File: src/rtl/hsdiv_pkg.sv
package hsdiv_pkg;

   // Number of divider stages in the cascade (fixed by the port list).
   localparam int NUM_STAGES = 2;

   // Clamp a raw code to the largest legal value.
   function automatic logic [7:0] clamp_code(input logic [7:0] raw, input logic [7:0] cmax);
      return (raw > cmax) ? cmax : raw;
   endfunction

endpackage

File: src/rtl/hsdiv_stage.sv
// One fractional stage: counts input events in half units, so any
// ratio (code+2)/2 comes out with no separate odd/even handling.
module hsdiv_stage #(
   parameter int CODE_W = 5
) (
   input  logic              clk,
   input  logic              rst_n,
   input  logic              clr,
   input  logic              in_tick,
   input  logic [CODE_W-1:0] code,
   output logic              out_tick
);
   localparam int ACC_W = CODE_W + 2;

   logic [ACC_W-1:0] acc_q;
   logic [ACC_W-1:0] lim;
   logic [ACC_W-1:0] sum;

   assign lim      = ACC_W'(code) + ACC_W'(2);
   assign sum      = acc_q + ACC_W'(2);
   assign out_tick = in_tick && (sum >= lim);

   always_ff @(posedge clk or negedge rst_n) begin
      if (!rst_n) begin
         acc_q <= '0;
      end else if (clr) begin
         acc_q <= '0;
      end else if (in_tick) begin
         acc_q <= out_tick ? (sum - lim) : sum;
      end
   end

   // the accumulator never reaches the wrap limit of its stage.
   p_acc_bound_r2: assert property (@(posedge clk) disable iff (!rst_n)
      acc_q < lim);

endmodule

File: src/rtl/hsdiv_level.sv
// Turns the final strobe into a registered strobe and a clock level with
// a computed high time.
module hsdiv_level #(
   parameter int HOLD_W = 10
) (
   input  logic              clk,
   input  logic              rst_n,
   input  logic              run,
   input  logic              tick,
   input  logic [HOLD_W-1:0] hold_len,
   output logic              level,
   output logic              rise
);
   logic [HOLD_W-1:0] cnt_q;

   always_ff @(posedge clk or negedge rst_n) begin
      if (!rst_n) begin
         level <= 1'b0;
         rise  <= 1'b0;
         cnt_q <= '0;
      end else if (!run) begin
         level <= 1'b0;
         rise  <= 1'b0;
         cnt_q <= '0;
      end else begin
         rise <= tick;
         if (tick) begin
            level <= 1'b1;
            cnt_q <= hold_len - HOLD_W'(1);
         end else if (level) begin
            if (cnt_q == '0) level <= 1'b0;
            else             cnt_q <= cnt_q - HOLD_W'(1);
         end
      end
   end

   // a strobe is always accompanied by a high clock level.
   p_tick_high_r6: assert property (@(posedge clk) disable iff (!rst_n)
      rise |-> level);

   // stopping forces both outputs low at the next edge.
   p_idle_low_r7: assert property (@(posedge clk) disable iff (!rst_n)
      !run |=> (!level && !rise));

endmodule

File: src/rtl/hsdiv_cascade.sv
module hsdiv_cascade
   import hsdiv_pkg::*;
#(
   parameter int CODE_W   = 5,
   parameter int CODE_MAX = 30
) (
   input  logic              clk,
   input  logic              rst_n,
   input  logic              run_en,
   input  logic [CODE_W-1:0] div0_code,
   input  logic [CODE_W-1:0] div1_code,
   output logic              div_clk,
   output logic              rise_tick
);
   localparam int LIM_W  = CODE_W + 2;
   localparam int HOLD_W = 2 * LIM_W;
   localparam int GAP_W  = HOLD_W + 1;

   if (CODE_W < 2 || CODE_W > 8) begin : g_bad_w
      $error("hsdiv_cascade: CODE_W must lie in 2..8");
   end
   if (CODE_MAX < 0 || CODE_MAX >= (1 << CODE_W)) begin : g_bad_max
      $error("hsdiv_cascade: CODE_MAX must fit in CODE_W bits");
   end

   logic [NUM_STAGES-1:0][CODE_W-1:0] code_raw;
   logic [NUM_STAGES-1:0][CODE_W-1:0] code_q;
   logic [NUM_STAGES:0]               tick_c;
   logic [LIM_W-1:0]                  lim0, lim1;
   logic [HOLD_W-1:0]                 prod, hold_len;

   assign code_raw[0] = div0_code;
   assign code_raw[1] = div1_code;

   // Codes are captured only while idle, clamped on the way in.
   always_ff @(posedge clk or negedge rst_n) begin
      if (!rst_n) begin
         code_q <= '0;
      end else if (!run_en) begin
         for (int i = 0; i < NUM_STAGES; i++) begin
            code_q[i] <= CODE_W'(clamp_code(8'(code_raw[i]), 8'(CODE_MAX)));
         end
      end
   end

   assign tick_c[0] = run_en;

   for (genvar s = 0; s < NUM_STAGES; s++) begin : g_stage
      hsdiv_stage #(.CODE_W(CODE_W)) u_stage (
         .clk      (clk),
         .rst_n    (rst_n),
         .clr      (!run_en),
         .in_tick  (tick_c[s]),
         .code     (code_q[s]),
         .out_tick (tick_c[s+1])
      );
   end

   assign lim0     = LIM_W'(code_q[0]) + LIM_W'(2);
   assign lim1     = LIM_W'(code_q[1]) + LIM_W'(2);
   assign prod     = HOLD_W'(lim0) * HOLD_W'(lim1);
   assign hold_len = ((prod >> 3) == '0) ? HOLD_W'(1) : (prod >> 3);

   hsdiv_level #(.HOLD_W(HOLD_W)) u_level (
      .clk      (clk),
      .rst_n    (rst_n),
      .run      (run_en),
      .tick     (tick_c[NUM_STAGES]),
      .hold_len (hold_len),
      .level    (div_clk),
      .rise     (rise_tick)
   );

   // captured codes stay put across consecutive running edges.
   p_code_hold_r8: assert property (@(posedge clk) disable iff (!rst_n)
      (run_en && $past(run_en)) |-> $stable(code_q));

   // no divided period exceeds ceil(L0/2)*ceil(L1/2) core cycles.
   logic [GAP_W-1:0] gap_q;
   logic [GAP_W-1:0] gap_max;
   assign gap_max = GAP_W'((lim0 + LIM_W'(1)) >> 1) * GAP_W'((lim1 + LIM_W'(1)) >> 1);

   always_ff @(posedge clk or negedge rst_n) begin
      if (!rst_n)                             gap_q <= '0;
      else if (!run_en || tick_c[NUM_STAGES]) gap_q <= '0;
      else                                    gap_q <= gap_q + GAP_W'(1);
   end

   p_period_bound_r3: assert property (@(posedge clk) disable iff (!rst_n)
      gap_q < gap_max);

endmodule

File: config.mk
export PLATFORM = sky130hd
export DESIGN_NAME = hsdiv_cascade
export DESIGN_NICKNAME = d
export VERILOG_FILES = /design/src/rtl/hsdiv_pkg.sv /design/src/rtl/hsdiv_stage.sv /design/src/rtl/hsdiv_level.sv /design/src/rtl/hsdiv_cascade.sv
export SDC_FILE = /design/constraint.sdc
export NUM_CORES = 1
export LEC_CHECK = 0
export BUFFER_PORTS_ARGS = -buffer_cell sky130_fd_sc_hd__buf_2
export CAP_MARGIN = 10
export CORE_MARGIN = 2
export CORE_UTILIZATION = 45
export DETAILED_ROUTE_END_ITERATION = 10
export SKIP_CTS_REPAIR_TIMING = 1
export SKIP_LAST_GASP = 1
export SYNTH_ARGS = -nofsm -noshare
export SYNTH_HDL_FRONTEND = slang
export SYNTH_SLANG_ARGS = --single-unit
File: constraint.sdc
create_clock -name clk -period 10.8 [get_ports clk]
set_input_delay 2.16 -clock clk [delete_from_list [all_inputs] [get_ports clk]]
set_output_delay 2.16 -clock clk [all_outputs]
set_load 0.02 [all_outputs]
==> impl_metrics.ini <==
[outcome]
status = finished, final reports clean

[critical_path]
cp.required_ns = 10.98
reg2reg_slack_ns = 4.54
cp-start-kind = flop
worstPathArrival_ns = 6.44
worstSetupEndpointType = flop
criticalPathCategory = reg -> reg
cp_max_fo = 10

[clock_network]
cts_root_buffer = clkbuf_8
cts_buffer_depth = 2
cts.sinks = 40
path_clk_slew_ns = 0.08
worstSkewPairLatency_ns = 0.30
cts_tree = done
h-tree-depth = 2
cts_buffers = 5

[placed_design]
place_area_mm2 = 0.00423
gp_congestion = 0.847
dp.cells = 578
dpl.hpwl_mm = 6.91
port_buffers = 14

[synthesis]
syn-instance-count = 468
async_reset_ff_frac = 1.00
synth_edf_count = 0
synthTopCellsByArea = dfrtp_1 (24%), ha_1 (11%), fa_1 (9.3%)
synth_top_area_share = 0.244
yosys.area.top_type = dfrtp_1
synth_area_per_cell_um2 = 8.75
ys_ff_latch = 40
syn_area_mm2 = 0.00410
yosysWarnings = 0
synth_nets = 536
synth-main-ff-cell = dfrtp_1
ys_seq_area_frac = 0.244
synth.distinct_cells = 70

[timing]
setup_tns_ns = 0
rsz0062_at_grt = false
min_period_over_period = 0.580
drv_slew = 0
setup_viol = 0
clock.fmax_ghz = 0.160
slew-limit-headroom = 0.363
final_hold_viol_count = 0
tightest_slew_ns = 0.955
fin_skew_ns = 0.0142
period_minus_slack_ns = 6.26

[cells_and_area]
fillers = 824
nets = 545
instances_no_fill = 586
final_cell_mix = inv_1 (50), nand2_1 (40), dfrtp_1 (40)
final_common_cell = inv_1
antenna_cells = 0
drive_above_1_share = 0.117
area_growth_pct = 5.93
final_cell_area_mm2 = 0.00434
post-route-util = 0.495

[drt]
vias = 3337
dr.first_iter.drc_count = 123
routed_via_density = 5.69
drc = 0
drtPass1Iterations = 4
route.detailed.wl_per_inst_um = 15.4
ant_nets = 0
drt_wl_total_mm = 9.04

[floorplan]
io_pins = 15
die_w_um = 99.4
chipHeight_um = 99.4
core_area_mm2 = 0.00876
die_area_mm2 = 0.00988
num_rows = 34
start_util = 0.467

[global_routing]
antenna_found_initial = 0
grt_pass1_wl_mm = 16.2
grt_pass1_vias = 3403
grt_usage = 0.200
gr-total-overflow = 0
grt_max_degree = 41

[run]
cap_viol_max_count = 0

[min_path]
hold_class = reg -> reg

[pwr]
power-per-cell-area_mw_per_mm2 = 270
ir_drop_v = 0.0000990
power_leakage_uw = 0.00206
-- cells by family (layout without fill, tap and decap cells) --
| group | count (synthesis) | count (layout) | synth area share |
|---|---|---|---|
| and+or+nand+nor | 168 | 168 | 0.216 |
| AOI/OAI and AO/OA | 100 | 100 | 0.176 |
| buffers and inverters | 62 | 72 | 0.0629 |
| adders and majority gates | 55 | 55 | 0.203 |
| DFF | 40 | 40 | 0.244 |
| xor gates and xnor gates | 31 | 31 | 0.0663 |
| muxes | 12 | 12 | 0.0321 |
-- sequential cells by signal, summed over array words and instances, names as in the netlist --
| signal | flops |
|---|---|
| g_stage.u_stage.acc_q | 14 |
| u_level.cnt_q | 14 |
| code_q | 10 |
| u_level.rise | 1 |
| u_level.level | 1 |
-- Yosys cell counts, types with 6 or more instances --
library cell,instances
nor3_1,8
inv_1,50
fa_1,19
o21ai_0,12
clkbuf_1,6
xnor2_1,17
nor2_1,39
o21a_1,7
ha_1,36
nand4_1,7
a21oi_1,26
mux2_2,9
xor2_1,14
and3_1,7
nand3_1,16
or3_1,6
nand2_1,40
o211ai_1,8
dfrtp_1,40
nor2b_1,6
-- metal layers --
| metal | vias up | track usage | wire length, µm |
|---|---|---|---|
| li1 | 1666 | - | - |
| met1 | 1606 | 0.284 | 4460 |
| met2 | 53 | 0.318 | 4120 |
| met3 | 12 | 0.0309 | 314 |
| met4 | 0 | 0.0558 | 140 |
| met5 | - | 0 | 0 |
-- worst max-delay path: stages, from the launching register on --
cell and delay (ns):
dfrtp_1 0.57, ha_1 0.25, xor2_1 0.34, nand2b_1 0.14, fa_1 0.52, inv_1 0.06, fa_1 0.52, inv_1 0.05
fa_1 0.52, inv_1 0.04, ha_1 0.40, a21oi_1 0.31, o21ai_1 0.13, and3_2 0.21, nor3_1 0.59, o31ai_1 0.21
inv_1 0.10, ha_1 0.18, nand2_1 0.08, or4_4 0.45, o21a_1 0.19, o311a_1 0.28
-- final cells by class --
class | instances | area [µm²] | share of cell area
Multi-Input combinational cell | 366 | 2840 | 0.654
Sequential cell | 40 | 1000 | 0.231
Inverter | 50 | 188 | 0.0433
Tap cell | 108 | 135 | 0.0312
Clock buffer | 6 | 72.6 | 0.0167
Timing Repair Buffer | 14 | 70.1 | 0.0162
Clock inverter | 2 | 35.0 | 0.00808
-- metrics by stage --
stage / hold slack (ns) / total power, µW / setup slack [ns]
global placement: 0.523 / 1030 / 4.86
floorplan: 0.497 / 890 / 5.28
detailed placement: 0.537 / 1040 / 4.63
global route: 0.585 / 1300 / 4.04
finish: 0.555 / 1170 / 4.54
CTS: 0.556 / 1180 / 4.60
-- where the power goes --
group / total [µW] / internal (µW) / switching [µW]
Clock: 125 / 68.7 / 55.9
Combinational: 827 / 337 / 490
Sequential: 222 / 186 / 36.0
-- final timing paths --
check                      startpoint          endpoint  cells past startpoint
max                         code_q[1]  u_level.cnt_q[8]                     21
min                         code_q[2]         code_q[2]                      1
min in group asynchronous       rst_n         code_q[5]                      1
min reg2reg                 code_q[2]         code_q[2]                      1
max in group asynchronous       rst_n  u_level.cnt_q[5]                      1
max reg2reg                 code_q[1]  u_level.cnt_q[8]                     21
(Power assumes the default switching activity.)
